File: src/rtl/sysexc_pkg.sv
package sysexc_pkg;
  localparam int REG_W   = 32;
  localparam int ACT_W   = 9;
  localparam int PEND_W  = 6;
  localparam int NUM_EXC = 3;

  // Bit positions that software and the exception unit rely on
  localparam int POS_NMI_SET  = 31;
  localparam int POS_CALL_SET = 28;
  localparam int POS_CALL_CLR = 27;
  localparam int POS_TICK_SET = 26;
  localparam int POS_TICK_CLR = 25;
  localparam int POS_DBG      = 23;
  localparam int POS_IRQ      = 22;
  localparam int POS_PEND_LSB = 12;
  localparam int POS_PREEMPT  = 11;

  typedef enum logic [1:0] {
    EXC_NMI  = 2'd0,
    EXC_CALL = 2'd1,
    EXC_TICK = 2'd2
  } exc_kind_e;

  function automatic int set_pos(input int idx);
    case (idx)
      0:       set_pos = POS_NMI_SET;
      1:       set_pos = POS_CALL_SET;
      default: set_pos = POS_TICK_SET;
    endcase
  endfunction

  // Index 0 (non-maskable) has no software clear; returns 0 and is unused
  function automatic int clr_pos(input int idx);
    case (idx)
      1:       clr_pos = POS_CALL_CLR;
      2:       clr_pos = POS_TICK_CLR;
      default: clr_pos = 0;
    endcase
  endfunction

  // Software clear beats any set; any set beats handler-entry clear
  function automatic logic pend_next(input logic cur, input logic sw_set,
                                     input logic sw_clr, input logic hw_set,
                                     input logic entry_clr);
    if (sw_clr)                 pend_next = 1'b0;
    else if (sw_set || hw_set)  pend_next = 1'b1;
    else if (entry_clr)         pend_next = 1'b0;
    else                        pend_next = cur;
  endfunction

  // Pending number as reported: the base and fault masks apply, primary does not
  function automatic logic [PEND_W-1:0] pend_field(input logic [PEND_W-1:0] num,
                                                   input logic blk_base,
                                                   input logic blk_fault);
    pend_field = (blk_base || blk_fault) ? '0 : num;
  endfunction
endpackage

File: src/rtl/sysexc_pend_flag.sv
module sysexc_pend_flag (
  input  logic clk,
  input  logic rst_n,
  input  logic sw_set,
  input  logic sw_clr,
  input  logic hw_set,
  input  logic entry_clr,
  output logic pend
);
  import sysexc_pkg::*;

  logic pend_d;
  logic quiet;

  assign pend_d = pend_next(pend, sw_set, sw_clr, hw_set, entry_clr);
  assign quiet  = !sw_set && !sw_clr && !hw_set && !entry_clr;

  always_ff @(posedge clk or negedge rst_n) begin
    if (!rst_n) pend <= 1'b0;
    else        pend <= pend_d;
  end

  // clear wins over a same-cycle set
  assert_clr_wins_R6: assert property (@(posedge clk) disable iff (!rst_n)
    sw_clr |=> !pend);
  // R4 (also R2, R5): a software set without clear leaves the flag pending
  assert_sw_set_R4: assert property (@(posedge clk) disable iff (!rst_n)
    (sw_set && !sw_clr) |=> pend);
  // a hardware request sets the flag even during handler entry
  assert_hw_set_R3: assert property (@(posedge clk) disable iff (!rst_n)
    (hw_set && !sw_clr) |=> pend);
  // an entry pulse alone clears the flag
  assert_entry_clr_R7: assert property (@(posedge clk) disable iff (!rst_n)
    (entry_clr && !sw_set && !hw_set && !sw_clr) |=> !pend);
  // no request of any kind leaves the flag unchanged
  assert_hold_R2: assert property (@(posedge clk) disable iff (!rst_n)
    quiet |=> $stable(pend));
endmodule

File: src/rtl/sysexc_rd_mux.sv
module sysexc_rd_mux #(
  parameter int REG_W  = sysexc_pkg::REG_W,
  parameter int ACT_W  = sysexc_pkg::ACT_W,
  parameter int PEND_W = sysexc_pkg::PEND_W,
  parameter int N_EXC  = sysexc_pkg::NUM_EXC
) (
  input  logic              clk,
  input  logic              rst_n,
  input  logic [N_EXC-1:0]  pend_vec,
  input  logic              core_halted,
  input  logic              dbg_flag,
  input  logic              ext_irq_pend,
  input  logic [PEND_W-1:0] top_pend_num,
  input  logic              top_blk_base,
  input  logic              top_blk_fault,
  input  logic              preempted,
  input  logic [ACT_W-1:0]  active_num,
  output logic [REG_W-1:0]  rdata
);
  import sysexc_pkg::*;

  localparam logic [REG_W-1:0] RSVD_MASK =
    (REG_W'(3) << 29) | (REG_W'(1) << 24) | (REG_W'(15) << 18) | (REG_W'(3) << 9);

  logic [PEND_W-1:0] pend_shown;
  logic              dbg_shown;

  assign pend_shown = pend_field(top_pend_num, top_blk_base, top_blk_fault);
  assign dbg_shown  = core_halted & dbg_flag;

  always_comb begin
    rdata = '0;
    rdata[POS_NMI_SET]  = pend_vec[EXC_NMI];
    rdata[POS_CALL_SET] = pend_vec[EXC_CALL];
    rdata[POS_TICK_SET] = pend_vec[EXC_TICK];
    rdata[POS_DBG]      = dbg_shown;
    rdata[POS_IRQ]      = ext_irq_pend;
    rdata[POS_PEND_LSB +: PEND_W] = pend_shown;
    rdata[POS_PREEMPT]  = preempted;
    rdata[ACT_W-1:0]    = active_num;
  end

  // reserved positions and write-only clear bits read 0
  assert_rsvd_zero_R8: assert property (@(posedge clk) disable iff (!rst_n)
    ((rdata & RSVD_MASK) == '0) && !rdata[POS_CALL_CLR] && !rdata[POS_TICK_CLR]);
  // the debug bit is hidden outside debug state
  assert_dbg_zero_R9: assert property (@(posedge clk) disable iff (!rst_n)
    !core_halted |-> !rdata[POS_DBG]);
  // a masked pending exception reports number 0
  assert_pend_masked_R11: assert property (@(posedge clk) disable iff (!rst_n)
    (top_blk_base || top_blk_fault) |-> (rdata[POS_PEND_LSB +: PEND_W] == '0));
endmodule

File: src/rtl/sysexc_pend_reg.sv
module sysexc_pend_reg #(
  parameter int REG_W  = sysexc_pkg::REG_W,
  parameter int ACT_W  = sysexc_pkg::ACT_W,
  parameter int PEND_W = sysexc_pkg::PEND_W
) (
  input  logic              clk,
  input  logic              rst_n,
  input  logic              reg_wr,
  input  logic [REG_W-1:0]  reg_wdata,
  output logic [REG_W-1:0]  reg_rdata,
  input  logic              nmi_req,
  input  logic              nmi_entry,
  input  logic              call_entry,
  input  logic              tick_entry,
  input  logic              core_halted,
  input  logic              dbg_flag,
  input  logic              ext_irq_pend,
  input  logic [PEND_W-1:0] top_pend_num,
  input  logic              top_blk_base,
  input  logic              top_blk_fault,
  input  logic              preempted,
  input  logic [ACT_W-1:0]  active_num
);
  import sysexc_pkg::*;

  localparam int N_EXC = NUM_EXC;

  // Named internal events, one bit per exception kind
  logic [N_EXC-1:0] wr_set;
  logic [N_EXC-1:0] wr_clr;
  logic [N_EXC-1:0] hw_set;
  logic [N_EXC-1:0] entry;
  logic [N_EXC-1:0] pend_vec;

  assign entry  = {tick_entry, call_entry, nmi_entry};
  assign hw_set = {{(N_EXC-1){1'b0}}, nmi_req};

  for (genvar i = 0; i < N_EXC; i++) begin : g_exc
    assign wr_set[i] = reg_wr & reg_wdata[set_pos(i)];
    if (i == int'(EXC_NMI)) begin : g_noclr
      assign wr_clr[i] = 1'b0;
    end else begin : g_clr
      assign wr_clr[i] = reg_wr & reg_wdata[clr_pos(i)];
    end

    sysexc_pend_flag u_flag (
      .clk       (clk),
      .rst_n     (rst_n),
      .sw_set    (wr_set[i]),
      .sw_clr    (wr_clr[i]),
      .hw_set    (hw_set[i]),
      .entry_clr (entry[i]),
      .pend      (pend_vec[i])
    );
  end

  sysexc_rd_mux #(
    .REG_W  (REG_W),
    .ACT_W  (ACT_W),
    .PEND_W (PEND_W),
    .N_EXC  (N_EXC)
  ) u_rd (
    .clk          (clk),
    .rst_n        (rst_n),
    .pend_vec     (pend_vec),
    .core_halted  (core_halted),
    .dbg_flag     (dbg_flag),
    .ext_irq_pend (ext_irq_pend),
    .top_pend_num (top_pend_num),
    .top_blk_base (top_blk_base),
    .top_blk_fault(top_blk_fault),
    .preempted    (preempted),
    .active_num   (active_num),
    .rdata        (reg_rdata)
  );

  // a hardware request is visible in the read word on the next cycle
  assert_nmi_req_R3: assert property (@(posedge clk) disable iff (!rst_n)
    nmi_req |=> reg_rdata[POS_NMI_SET]);
  // an entry pulse for one exception leaves the other flags alone
  assert_entry_local_R7: assert property (@(posedge clk) disable iff (!rst_n)
    (call_entry && !reg_wr && !tick_entry) |=> $stable(pend_vec[EXC_TICK]));
  // the flags are clear in the first cycle after reset
  assert_reset_R1: assert property (@(posedge clk)
    !rst_n |=> (pend_vec == '0));
endmodule

File: config.mk
export PLATFORM = sky130hd
export DESIGN_NAME = sysexc_pend_reg
export DESIGN_NICKNAME = d
export VERILOG_FILES = /design/src/rtl/sysexc_pkg.sv /design/src/rtl/sysexc_pend_flag.sv /design/src/rtl/sysexc_rd_mux.sv /design/src/rtl/sysexc_pend_reg.sv
export SDC_FILE = /design/constraint.sdc
export NUM_CORES = 1
export LEC_CHECK = 0
export BUFFER_PORTS_ARGS = -buffer_cell sky130_fd_sc_hd__buf_2
export CAP_MARGIN = 20
export CELL_PAD_IN_SITES_DETAIL_PLACEMENT = 1
export CELL_PAD_IN_SITES_GLOBAL_PLACEMENT = 1
export CORE_ASPECT_RATIO = 1.4
export CORE_UTILIZATION = 11
export CTS_CLUSTER_DIAMETER = 200
export DETAILED_ROUTE_END_ITERATION = 7
export PLACE_DENSITY_LB_ADDON = 0.2
export SKIP_CTS_REPAIR_TIMING = 1
export SYNTH_ARGS = -nofsm -noshare
export SYNTH_HDL_FRONTEND = slang
export SYNTH_SLANG_ARGS = --single-unit
File: constraint.sdc
create_clock -name clk -period 0.9 [get_ports clk]
set_clock_uncertainty 0.1 [all_clocks]
set_input_delay 0.045 -clock clk [delete_from_list [all_inputs] [get_ports clk]]
set_output_delay 0.045 -clock clk [all_outputs]
set_load 0.01 [all_outputs]
# Yosys cells after proc, flatten, opt, wreduce, memory -nomap -nowiden
# Cells that the tools add are included.
# classes
mux	9
n_mul	0
reduce_logical	5
n_lt_le_gt_ge	0
bitwise	6
shifts	0
addsub	0
eq_ne	0
div_mod_pow	0
# op_table
op	count
$mux 1	8
$and 1x1->1	6
$mux 6	1
$reduce_bool 3->1	2
$logic_or 1x1->1	2
$reduce_bool 2->1	1
# word_totals
output_inout_bits	32
memories	0
register_bits	3
rom_bits	0
ramBits	0
in_bits	60
latch_bits	0

# Longest topological paths before layout
# Gate-level depths: netlist (run 1).
# depth
ltp_word	3
ltp_mapped	2
ltp_nobuf	2

# Hierarchy
# Synthesis (run 1) repeated with hierarchy kept, for this count alone.
# unflattened
cells_unflattened	52
hier_area_um2	405.4
# by_module_without_submodules
module	seq_area_each_um2	area_each_um2	cells_per_inst	n_inst
sysexc_rd_mux	0.0	250.2	34	1
sysexc_pend_flag	25.0	40.0	4	3
sysexc_pend_reg	0.0	35.0	6	1

# Worst setup path after synthesis (run 1)
# Ideal clock, no wire load.
# synth_path
kind	register to register
start	reg g_exc[1].u_flag.pend (netlist name)
end	reg g_exc[1].u_flag.pend
stages_incl_launch_ff	3
t_required_ns	0.673
slack_ns	0.212
path_buffers	0
arrival_time_ns	0.462
cell_sequence	dfrtp_1 > nand2b_1 > a22oi_1
# synth_lines
element	line	rtl
to (signal assigned)	sysexc_pend_flag.sv:20	else pend <= pend_d;
to (decl)	sysexc_pend_flag.sv:8	output logic pend

# Worst setup path after layout (run 1)
# layout_path
start	reg g_exc[1].u_flag.pend
end	out reg_rdata[28]
# layout_lines
element	line	rtl
to (decl)	sysexc_pend_reg.sv:10	output logic [REG_W-1:0] reg_rdata,
# No word-level cell between the ends.

==> results of run 1 <==
-- per-layer routing --
metal	up-vias	GRT usage, %	routed length, um
met5	-	0	0
met4	0	4.938	0
met3	0	2.581	129
met2	35	9.503	592
met1	160	4.134	299
li1	171	-	-
-- through the flow --
step	area (um^2)	setup WS [ps]
2_1_floorplan	410.4	211.7
3_3_place_gp	419.2	146.0
3_5_place_dp	419.2	139.4
4_1_cts	464.2	29.44
5_1_grt	594.3	-3.684
6_report	594.3	39.29
-- power by group --
group          switching (uW)  total, uW  internal (uW)  leakage [uW]
sequential               4.55        151            146     0.0000358
combinational            93.2        194            100      0.000269
clock                    83.2        385            302     0.0000228
-- cell families after synthesis --
| logic type | after synthesis | share of synthesized area (%) |
|---|---|---|
| compound gates | 4 | 6.708 |
| simple gates | 12 | 18.79 |
| buf+inv | 27 | 53.36 |
| other cells | 1 | 1.006 |
| flops | 3 | 20.13 |
-- area by class of cell --
class	instances	area (um^2)	share of cell area, %
repair buffers	44	285.3	48.00
multi-input cells	27	136.4	22.95
flip-flops and latches	3	75.07	12.63
well taps	39	48.80	8.211
clock buffers	4	45.04	7.579
inverters	1	3.754	0.6316
-- path summary, 6_finish.rpt --
kind / startpoint / depth (start not counted) / end / slack (ps)
max: g_exc[1].u_flag.pend / 1 / reg_rdata[28] / 40
min reg2reg: g_exc[0].u_flag.pend / 2 / g_exc[0].u_flag.pend / 430
min in group asynchronous: rst_n / 2 / g_exc[2].u_flag.pend / 70
max reg2reg: g_exc[1].u_flag.pend / 2 / g_exc[1].u_flag.pend / 160
min: reg_wdata[25] / 2 / g_exc[2].u_flag.pend / -60
max in group asynchronous: rst_n / 2 / g_exc[1].u_flag.pend / 520
-- cell usage after synthesis --
library cell / number
sky130_fd_sc_hd__a21oi_1: 1
sky130_fd_sc_hd__buf_4: 26
sky130_fd_sc_hd__dfrtp_1: 3
sky130_fd_sc_hd__nand2b_1: 2
sky130_fd_sc_hd__a22oi_1: 2
sky130_fd_sc_hd__nand2_1: 2
sky130_fd_sc_hd__and2_1: 7
sky130_fd_sc_hd__nor2_2: 1
sky130_fd_sc_hd__o21ai_0: 1
sky130_fd_sc_hd__conb_1: 1
sky130_fd_sc_hd__inv_1: 1
==> Implementation_results.wiki, run 1 <==
{| class="wikitable"
! Metric !! Value
|-
| Clock buffers created by TritonCTS || 3
|-
| Register area share after synthesis || 20.13%
|-
| Avg Cell Area, Syn || 7.933 um^2
|-
| Top cell type by total area after synthesis || sky130_fd_sc_hd__buf_4
|-
| Critical path arrival || 720 ps
|-
| Cells after synthesis || 47
|-
| # setup viols final || 0
|-
| Wire length per cell || 8.644 um
|-
| Maximum ir drop on the vdd rail || 0.4389 mV
|-
| Antenna-violating nets left || 0
|-
| Post-synth cell types || 11
|-
| Quantity of I/O buffers inserted on ports || 31
|-
| Category of cells accounting for the largest share of critical-path delay || flip-flops
|-
| Initial drt markers || 1
|-
| Standard cell with the maximum stage delay on the critical path || sky130_fd_sc_hd__dfrtp_1
|-
| Data required, critical path || 750 ps
|-
| Failing checks || negative hold slack
|-
| Detailed-route wire length || 1020 um
|-
| Core area || 3183 um^2
|-
| Final count of hold timing violations || 3
|-
| Biggest register || g_exc.u_flag.pend
|-
| Count of unresolved DRC violations after routing || 0
|-
| Setup TNS || 0 ps
|-
| Post-detailed-placement half-perimeter wirelength || 814.5 um
|-
| Layout overhead on the synthesized area || 59.40%
|-
| Deepest clock path buffer count || 2
|-
| Final non-filler cell total || 118
|-
| Number of levels in the clock H-tree || 1
|-
| CP Buf/Inv Count || 1
|-
| TritonCTS clock tree || done
|-
| Worst Setup End Kind || primary output
|-
| Post-synthesis register bit count || 3
|-
| I/O pin cnt || 92
|-
| Period utilization || 95.63%
|-
| Number of diodes || 0
|-
| Fraction of layout cells with a size suffix above 1 || 44.30%
|-
| Peak Freq || 1.162 GHz
|-
| Leak pwr || 0.0003279 uW
|-
| Congestion Overflow GR || 0
|-
| Die area || 3630 um^2
|-
| Largest stage delay on the critical path || 360 ps
|-
| Top cell type's share of synthesized area || 52.35%
|-
| Via density per instance || 3.102
|-
| PnR Total Power || 729.0 uW
|-
| Type of the worst min-delay path || primary input to register
|-
| Initial cell density of the core || 11.71%
|-
| Time the final worst path needs with I/O delays and setup || 860.7 ps
|-
| Max-slew violation total from the final report || 0
|-
| Outcome || finished, violations left
|-
| Commonest non-fill, non-tap cell in the layout || sky130_fd_sc_hd__buf_2
|-
| Maximum number of pins on one net before global-route repair || 7
|-
| Number of instances in the placed design || 101
|-
| Number of warning messages in the yosys log || 0
|-
| Global-route wire length before repair || 1352 um
|-
| Vias in the first global route || 349
|-
| Overall die width || 51.21 um
|-
| Combined area of all synthesized cells || 372.9 um^2
|-
| Count of fill cells added during filler insertion || 410
|-
| Total number of vias || 366
|-
| Top library cells by usage in the layout, fill and taps aside || 31 x sky130_fd_sc_hd__buf_2, 13 x sky130_fd_sc_hd__dlygate4sd3_1, 11 x sky130_fd_sc_hd__conb_1, 7 x sky130_fd_sc_hd__and2_1
|-
| Registers with the highest flip-flop counts || g_exc.u_flag.pend: 3 flops
|-
| Type of element launching the critical path || register
|-
| Net count, final || 140
|-
| Post-layout util || 18.67%
|-
| Maximum fanout count along the critical path || 2
|-
| Routability congestion estimate from global placement || 0.5402
|-
| CTS clock-pin slew for the worst setup and hold paths || 30 ps
|-
| List of cells traversed by the critical path || buf_2
|-
| CTS sink count || 3
|-
| Clock tree root driver cell || sky130_fd_sc_hd__clkbuf_8
|-
| Flip-flop count of the largest register, all copies and words added || 3
|-
| Max Cap Violations || 0
|-
| Number of iterations in the first detailed-routing pass || 3
|-
| Clock insertion delay at the later pin of the skew report || 210 ps
|-
| Die Y-Extent || 70.89 um
|-
| Number of antenna violations at the first check in global routing || 0
|-
| Cell Rows || 24
|-
| PD cells || 1227 nW/um^2
|-
| Worst Hold Slack || -62.80 ps
|-
| Category of the most critical setup path || register to primary output
|-
| Total track usage || 5.404%
|-
| Top post-synthesis cells by area || sky130_fd_sc_hd__buf_4 52%, sky130_fd_sc_hd__dfrtp_1 20%, sky130_fd_sc_hd__and2_1 12%, sky130_fd_sc_hd__a22oi_1 4.0%, sky130_fd_sc_hd__nand2b_1 3.4%
|}
Power figures use the tool's default switching activity.
==> inputs of run 2 (changes only) <==
--- a/config.mk
+++ b/config.mk
@@ -14,6 +14,7 @@
 export CTS_CLUSTER_DIAMETER = 200
 export DETAILED_ROUTE_END_ITERATION = 7
 export PLACE_DENSITY_LB_ADDON = 0.2
+export SETUP_SLACK_MARGIN = 0.15
 export SKIP_CTS_REPAIR_TIMING = 1
 export SYNTH_ARGS = -nofsm -noshare
 export SYNTH_HDL_FRONTEND = slang
==> Implementation_results.wiki, run 2 (synthesis gave the netlist of run 1 again) <==
{| class="wikitable"
! Metric !! Value
|-
| Outcome || finished, violations left
|-
| Failing checks || negative hold slack
|-
| Time the final worst path needs with I/O delays and setup || 859.5 ps (-1.247 ps)
|-
| Switching share of total power || 25.21% (+0.39 points)
|-
| Quantity of I/O buffers inserted on ports || 31 (unchanged)
|-
| CP Buf/Inv Count || 1 (unchanged)
|-
| Worst Hold Slack || -82.32 ps (-19.53 ps)
|-
| Initial drt markers || 1 (unchanged)
|-
| Post-detailed-placement half-perimeter wirelength || 814.5 um (unchanged)
|-
| Leak pwr || 0.0003244 uW (-1.1%)
|-
| CTS clock-pin slew for the worst setup and hold paths || 30 ps (about the same)
|-
| PnR Total Power || 733.9 uW (+0.68%)
|-
| Hold Path Origin || nmi_entry
|-
| Via density per instance || 3.077 (-0.80%)
|-
| Biggest register || g_exc.u_flag.pend
|-
| Setup TNS || 0 ps (unchanged)
|-
| Count of unresolved DRC violations after routing || 0 (unchanged)
|-
| List of cells traversed by the critical path || buf_2
|-
| Layout overhead on the synthesized area || 60.74%
|-
| Worst Reg2Reg Path Length in Cells || 2 (unchanged)
|-
| Final non-filler cell total || 117 (-0.85%)
|-
| Clock buffers created by TritonCTS || 3 (unchanged)
|-
| Core area || 3183 um^2 (unchanged)
|-
| Die area || 3630 um^2 (unchanged)
|-
| Wire length per cell || 8.615 um (-0.33%)
|-
| Registers with the highest flip-flop counts || g_exc.u_flag.pend: 3 flops
|-
| Count of fill cells added during filler insertion || 409 (-0.24%)
|-
| CTS sink count || 3 (unchanged)
|-
| Number of diodes || 0 (unchanged)
|-
| Sequential fraction of design power || 20.5% (-0.2 points)
|-
| Clock tree root driver cell || sky130_fd_sc_hd__clkbuf_8
|-
| Category of the most critical setup path || register to primary output
|-
| Initial cell density of the core || 11.71% (unchanged)
|-
| Congestion Overflow GR || 0 (unchanged)
|-
| Net count, final || 139 (-0.71%)
|-
| Detailed-route wire length || 1008 um (-1.2%)
|-
| Internal power || 548.9 uW (+0.15%)
|-
| I/O pin cnt || 92 (unchanged)
|-
| Clock insertion delay at the later pin of the skew report || 210 ps (about the same)
|-
| Worst hold stages || 2 (unchanged)
|-
| Largest stage delay on the critical path || 360 ps (about the same)
|-
| PD cells || 1225 nW/um^2 (-0.16%)
|-
| Cell Rows || 24 (unchanged)
|-
| Die Y-Extent || 70.89 um (unchanged)
|-
| Maximum fanout count along the critical path || 2 (unchanged)
|-
| Max Cap Violations || 0 (unchanged)
|-
| Part of the total power dissipated in the clock network || 52.4% (-0.4 points)
|-
| Commonest non-fill, non-tap cell in the layout || sky130_fd_sc_hd__buf_2
|-
| Antenna-violating nets left || 0 (unchanged)
|-
| Type of the worst min-delay path || primary input to register
|-
| Number of levels in the clock H-tree || 1 (unchanged)
|-
| Type of element launching the critical path || register
|-
| Total number of vias || 360 (-1.6%)
|-
| Number of stages on the worst setup path || 1 (unchanged)
|-
| Maximum number of pins on one net before global-route repair || 7 (unchanged)
|-
| Data required, critical path || 750 ps (about the same)
|-
| Total net switching power || 185.1 uW (+2.3%)
|-
| Flip-flop count of the largest register, all copies and words added || 3 (unchanged)
|-
| Number of instances in the placed design || 101 (unchanged)
|-
| Setup repair after global routing missed its margin || yes
|-
| Reg2Reg Capture Point || g_exc[2].u_flag.pend
|-
| Peak Freq || 1.164 GHz (+0.14%)
|-
| Vias in the first global route || 349 (unchanged)
|-
| Reg-to-reg setup timing slack || 180 ps (+20 ps)
|-
| Max-slew violation total from the final report || 0 (unchanged)
|-
| Period utilization || 95.50% (-0.14 points)
|-
| Routability congestion estimate from global placement || 0.5402 (unchanged)
|-
| Maximum ir drop on the vdd rail || 0.4431 mV (+0.96%)
|-
| Global-route wire length before repair || 1352 um (unchanged)
|-
| Standard cell with the maximum stage delay on the critical path || sky130_fd_sc_hd__dfrtp_1
|-
| TritonCTS clock tree || done
|-
| Top library cells by usage in the layout, fill and taps aside || 31 x sky130_fd_sc_hd__buf_2, 12 x sky130_fd_sc_hd__dlygate4sd3_1, 11 x sky130_fd_sc_hd__conb_1, 7 x sky130_fd_sc_hd__and2_1
|-
| Deepest clock path buffer count || 2 (unchanged)
|-
| Number of iterations in the first detailed-routing pass || 3 (unchanged)
|-
| Critical path arrival || 710 ps (about the same)
|-
| Number of antenna violations at the first check in global routing || 0 (unchanged)
|-
| Startpoint of the worst-slack reg-to-reg timing path || g_exc[2].u_flag.pend
|-
| Fraction of layout cells with a size suffix above 1 || 47.44% (+3.1 points)
|-
| Category of cells accounting for the largest share of critical-path delay || flip-flops
|-
| Total track usage || 5.404% (unchanged)
|-
| Post-layout util || 18.83% (+0.16 points)
|-
| Worst Setup End Kind || primary output
|-
| Overall die width || 51.21 um (unchanged)
|-
| Final count of hold timing violations || 3 (unchanged)
|-
| # setup viols final || 0 (unchanged)
|-
| Worst hold endpoint || g_exc[0].u_flag.pend
|-
| Combinational group share of total power || 27.1% (+0.5 points)
|}
run 2: cell count changes in the layout (fill, tap and decap cells not counted), sizes merged:
cell | previous run | this run
dlygate4sd3 | 13 | 12
run 2: area by class of cell:
class                   instances  area [um^2]  share of cell area [%]
well taps                      39        48.80                   8.142
clock buffers                   4        45.04                   7.516
multi-input cells              27        151.4                   25.26
flip-flops and latches          3        75.07                   12.53
inverters                       1        3.754                  0.6263
repair buffers                 43        275.3                   45.93
run 2: worst max-delay path by stage:
stage                                 endpoint  slack, ps                 start
after floorplan           g_exc[1].u_flag.pend        210  g_exc[1].u_flag.pend
after global placement           reg_rdata[12]        150         top_blk_fault
after detailed placement  g_exc[1].u_flag.pend        140  g_exc[1].u_flag.pend
after CTS                        reg_rdata[31]         30  g_exc[0].u_flag.pend
after global routing             reg_rdata[31]          6  g_exc[0].u_flag.pend
final                            reg_rdata[28]         40  g_exc[1].u_flag.pend
run 2: routing by layer:
layer  track usage, %  routed length [um]
met1            4.134                 299
met2            9.503                 584
met3            2.581                 125
met4            4.938                   0
met5                0                   0
run 2: metrics by stage:
stage                     instance area (um^2)  setup WS (ps)  hold WS (ps)
after global routing                     599.3          6.216        -65.85
final                                    599.3          40.53        -82.32
after detailed placement                 419.2          139.4        -253.9
after CTS                                464.2          29.44        -482.5
after global placement                   419.2          146.0        -253.6
after floorplan                          410.4          211.7        -350.6
run 2: power by group through the flow:
stage	combinational [uW]	sequential (uW)	clock, uW
final	199	151	385
after CTS	135	151	400
after detailed placement	135	152	0
after global placement	132	152	0
after global routing	219	152	416
after floorplan	161	152	0
==> inputs of run 3 (changes only) <==
--- a/config.mk
+++ b/config.mk
@@ -13,7 +13,7 @@
 export CORE_UTILIZATION = 11
 export CTS_CLUSTER_DIAMETER = 200
 export DETAILED_ROUTE_END_ITERATION = 7
-export PLACE_DENSITY_LB_ADDON = 0.2
+export PLACE_DENSITY = 0.87
 export SETUP_SLACK_MARGIN = 0.15
 export SKIP_CTS_REPAIR_TIMING = 1
 export SYNTH_ARGS = -nofsm -noshare
==> Implementation_results.wiki, run 3 (synthesis gave the netlist of run 1 again) <==
{| class="wikitable"
! Metric !! Value
|-
| Number of levels in the clock H-tree || 1 (unchanged)
|-
| Biggest register || g_exc.u_flag.pend
|-
| Total track usage || 4.019% (-1.4 points)
|-
| Die Y-Extent || 70.89 um (unchanged)
|-
| Peak Freq || 1.149 GHz (-1.2%)
|-
| PnR Total Power || 749.6 uW (+2.1%)
|-
| PD cells || 1235 nW/um^2 (+0.87%)
|-
| Number of diodes || 0 (unchanged)
|-
| Clock tree root driver cell || sky130_fd_sc_hd__clkbuf_8
|-
| Core area || 3183 um^2 (unchanged)
|-
| Final count of hold timing violations || 3 (unchanged)
|-
| Leak pwr || 0.0003272 uW (+0.86%)
|-
| Top library cells by usage in the layout, fill and taps aside || 29 x sky130_fd_sc_hd__buf_2, 12 x sky130_fd_sc_hd__dlygate4sd3_1, 11 x sky130_fd_sc_hd__conb_1, 7 x sky130_fd_sc_hd__and2_1
|-
| Internal power || 556.4 uW (+1.4%)
|-
| Total net switching power || 193.1 uW (+4.4%)
|-
| Deepest clock path buffer count || 2 (unchanged)
|-
| Vias in the first global route || 283 (-19%)
|-
| CP Buf/Inv Count || 1 (unchanged)
|-
| Wire length per cell || 8.051 um (-6.5%)
|-
| I/O pin cnt || 92 (unchanged)
|-
| Worst Setup End Kind || primary output
|-
| Initial cell density of the core || 11.71% (unchanged)
|-
| Cell Rows || 24 (unchanged)
|-
| Maximum fanout count along the critical path || 2 (unchanged)
|-
| Routability congestion estimate from global placement || 0.6318 (+17%)
|-
| Via density per instance || 3.265 (+6.1%)
|-
| Fraction of layout cells with a size suffix above 1 || 46.15% (-1.3 points)
|-
| List of cells traversed by the critical path || buf_6
|-
| Switching share of total power || 25.77% (+0.55 points)
|-
| Final non-filler cell total || 117 (unchanged)
|-
| Setup repair after global routing missed its margin || yes
|-
| Quantity of I/O buffers inserted on ports || 31 (unchanged)
|-
| Layout overhead on the synthesized area || 62.75%
|-
| Standard cell with the maximum stage delay on the critical path || sky130_fd_sc_hd__dfrtp_1
|-
| TritonCTS clock tree || done
|-
| Type of the worst min-delay path || primary input to register
|-
| Critical path arrival || 730 ps (+20 ps)
|-
| Overall die width || 51.21 um (unchanged)
|-
| Clock buffers created by TritonCTS || 3 (unchanged)
|-
| Maximum ir drop on the vdd rail || 0.8115 mV (+83%)
|-
| Antenna-violating nets left || 0 (unchanged)
|-
| Largest stage delay on the critical path || 380 ps (+20 ps)
|-
| Commonest non-fill, non-tap cell in the layout || sky130_fd_sc_hd__buf_2
|-
| Clock insertion delay at the later pin of the skew report || 220 ps (about the same)
|-
| Detailed-route wire length || 942 um (-6.5%)
|-
| Number of instances in the placed design || 101 (unchanged)
|-
| Initial drt markers || 1 (unchanged)
|-
| Number of antenna violations at the first check in global routing || 0 (unchanged)
|-
| Net count, final || 139 (unchanged)
|-
| Type of element launching the critical path || register
|-
| Count of unresolved DRC violations after routing || 0 (unchanged)
|-
| Max-slew violation total from the final report || 0 (unchanged)
|-
| Data required, critical path || 750 ps (about the same)
|-
| Combinational group share of total power || 27.2% (about the same)
|-
| Maximum number of pins on one net before global-route repair || 7 (unchanged)
|-
| Worst Hold Slack || -92.19 ps (-9.863 ps)
|-
| Part of the total power dissipated in the clock network || 52.4% (about the same)
|-
| Period utilization || 96.70% (+1.2 points)
|-
| Failing checks || negative hold slack
|-
| Category of the most critical setup path || register to primary output
|-
| CTS sink count || 3 (unchanged)
|-
| Number of iterations in the first detailed-routing pass || 2 (-1)
|-
| Die area || 3630 um^2 (unchanged)
|-
| Global-route wire length before repair || 1048 um (-22%)
|-
| Time the final worst path needs with I/O delays and setup || 870.3 ps (+10.83 ps)
|-
| Setup TNS || 0 ps (unchanged)
|-
| # setup viols final || 0 (unchanged)
|-
| Category of cells accounting for the largest share of critical-path delay || flip-flops
|-
| Placed cell area || 419.2 um^2 (unchanged)
|-
| Total number of vias || 382 (+6.1%)
|-
| Sequential fraction of design power || 20.4% (about the same)
|-
| Registers with the highest flip-flop counts || g_exc.u_flag.pend: 3 flops
|-
| Outcome || finished, violations left
|-
| Max Cap Violations || 0 (unchanged)
|-
| Congestion Overflow GR || 0 (unchanged)
|-
| Flip-flop count of the largest register, all copies and words added || 3 (unchanged)
|-
| Cell area after layout || 606.8 um^2 (+1.3%)
|-
| CTS clock-pin slew for the worst setup and hold paths || 30 ps (about the same)
|}
## run 3: cell types whose count changed in the layout (fill, tap and decap cells not counted)
cell	previous run	this run
sky130_fd_sc_hd__buf_2	31	29
sky130_fd_sc_hd__a22oi_1	0	1
sky130_fd_sc_hd__buf_6	0	2
sky130_fd_sc_hd__a22oi_2	2	1
## run 3: area by class of cell
class,count,area [um^2]
inverters,1,3.754
fillers,404,2576
repair buffers,43,287.8
multi-input cells,27,146.4
clock buffers,4,45.04
well taps,39,48.80
flip-flops and latches,3,75.07
## run 3: per-layer routing
metal	GRT usage, %	wire length [um]	vias up
met3	0.6452	154	2
li1	-	-	169
met4	4.321	17	0
met5	0	0	-
met1	3.742	245	159
met2	6.871	524	52
## run 3: power by group through the flow
stage	logic (uW)	registers [uW]	clock network [uW]
after floorplan	161	152	0
after global placement	131	152	0
after detailed placement	133	153	0
after CTS	134	151	404
after global routing	222	154	424
final	204	153	393
## run 3: worst paths after layout
path                                       from                    to  slack, ps  cells past startpoint
max                        g_exc[1].u_flag.pend         reg_rdata[28]         30                      1
min                                   nmi_entry  g_exc[0].u_flag.pend        -90                      2
max reg2reg                g_exc[1].u_flag.pend  g_exc[1].u_flag.pend        160                      2
min reg2reg                g_exc[0].u_flag.pend  g_exc[0].u_flag.pend        410                      2
max in group asynchronous                 rst_n  g_exc[2].u_flag.pend        540                      2
min in group asynchronous                 rst_n  g_exc[0].u_flag.pend         50                      2
## run 3: through the flow
stage	setup WS, ps	util (%)
after floorplan	211.7	-
final	29.70	19.06
after detailed placement	148.7	13.17
after global routing	3.400	19.06
after CTS	13.23	14.58
after global placement	152.0	13.17
## run 3: worst register-to-register path: stages, from the launching register on
cell                       delay, ps
sky130_fd_sc_hd__dfrtp_1         380
sky130_fd_sc_hd__nand2b_1         90
sky130_fd_sc_hd__a22oi_2          50
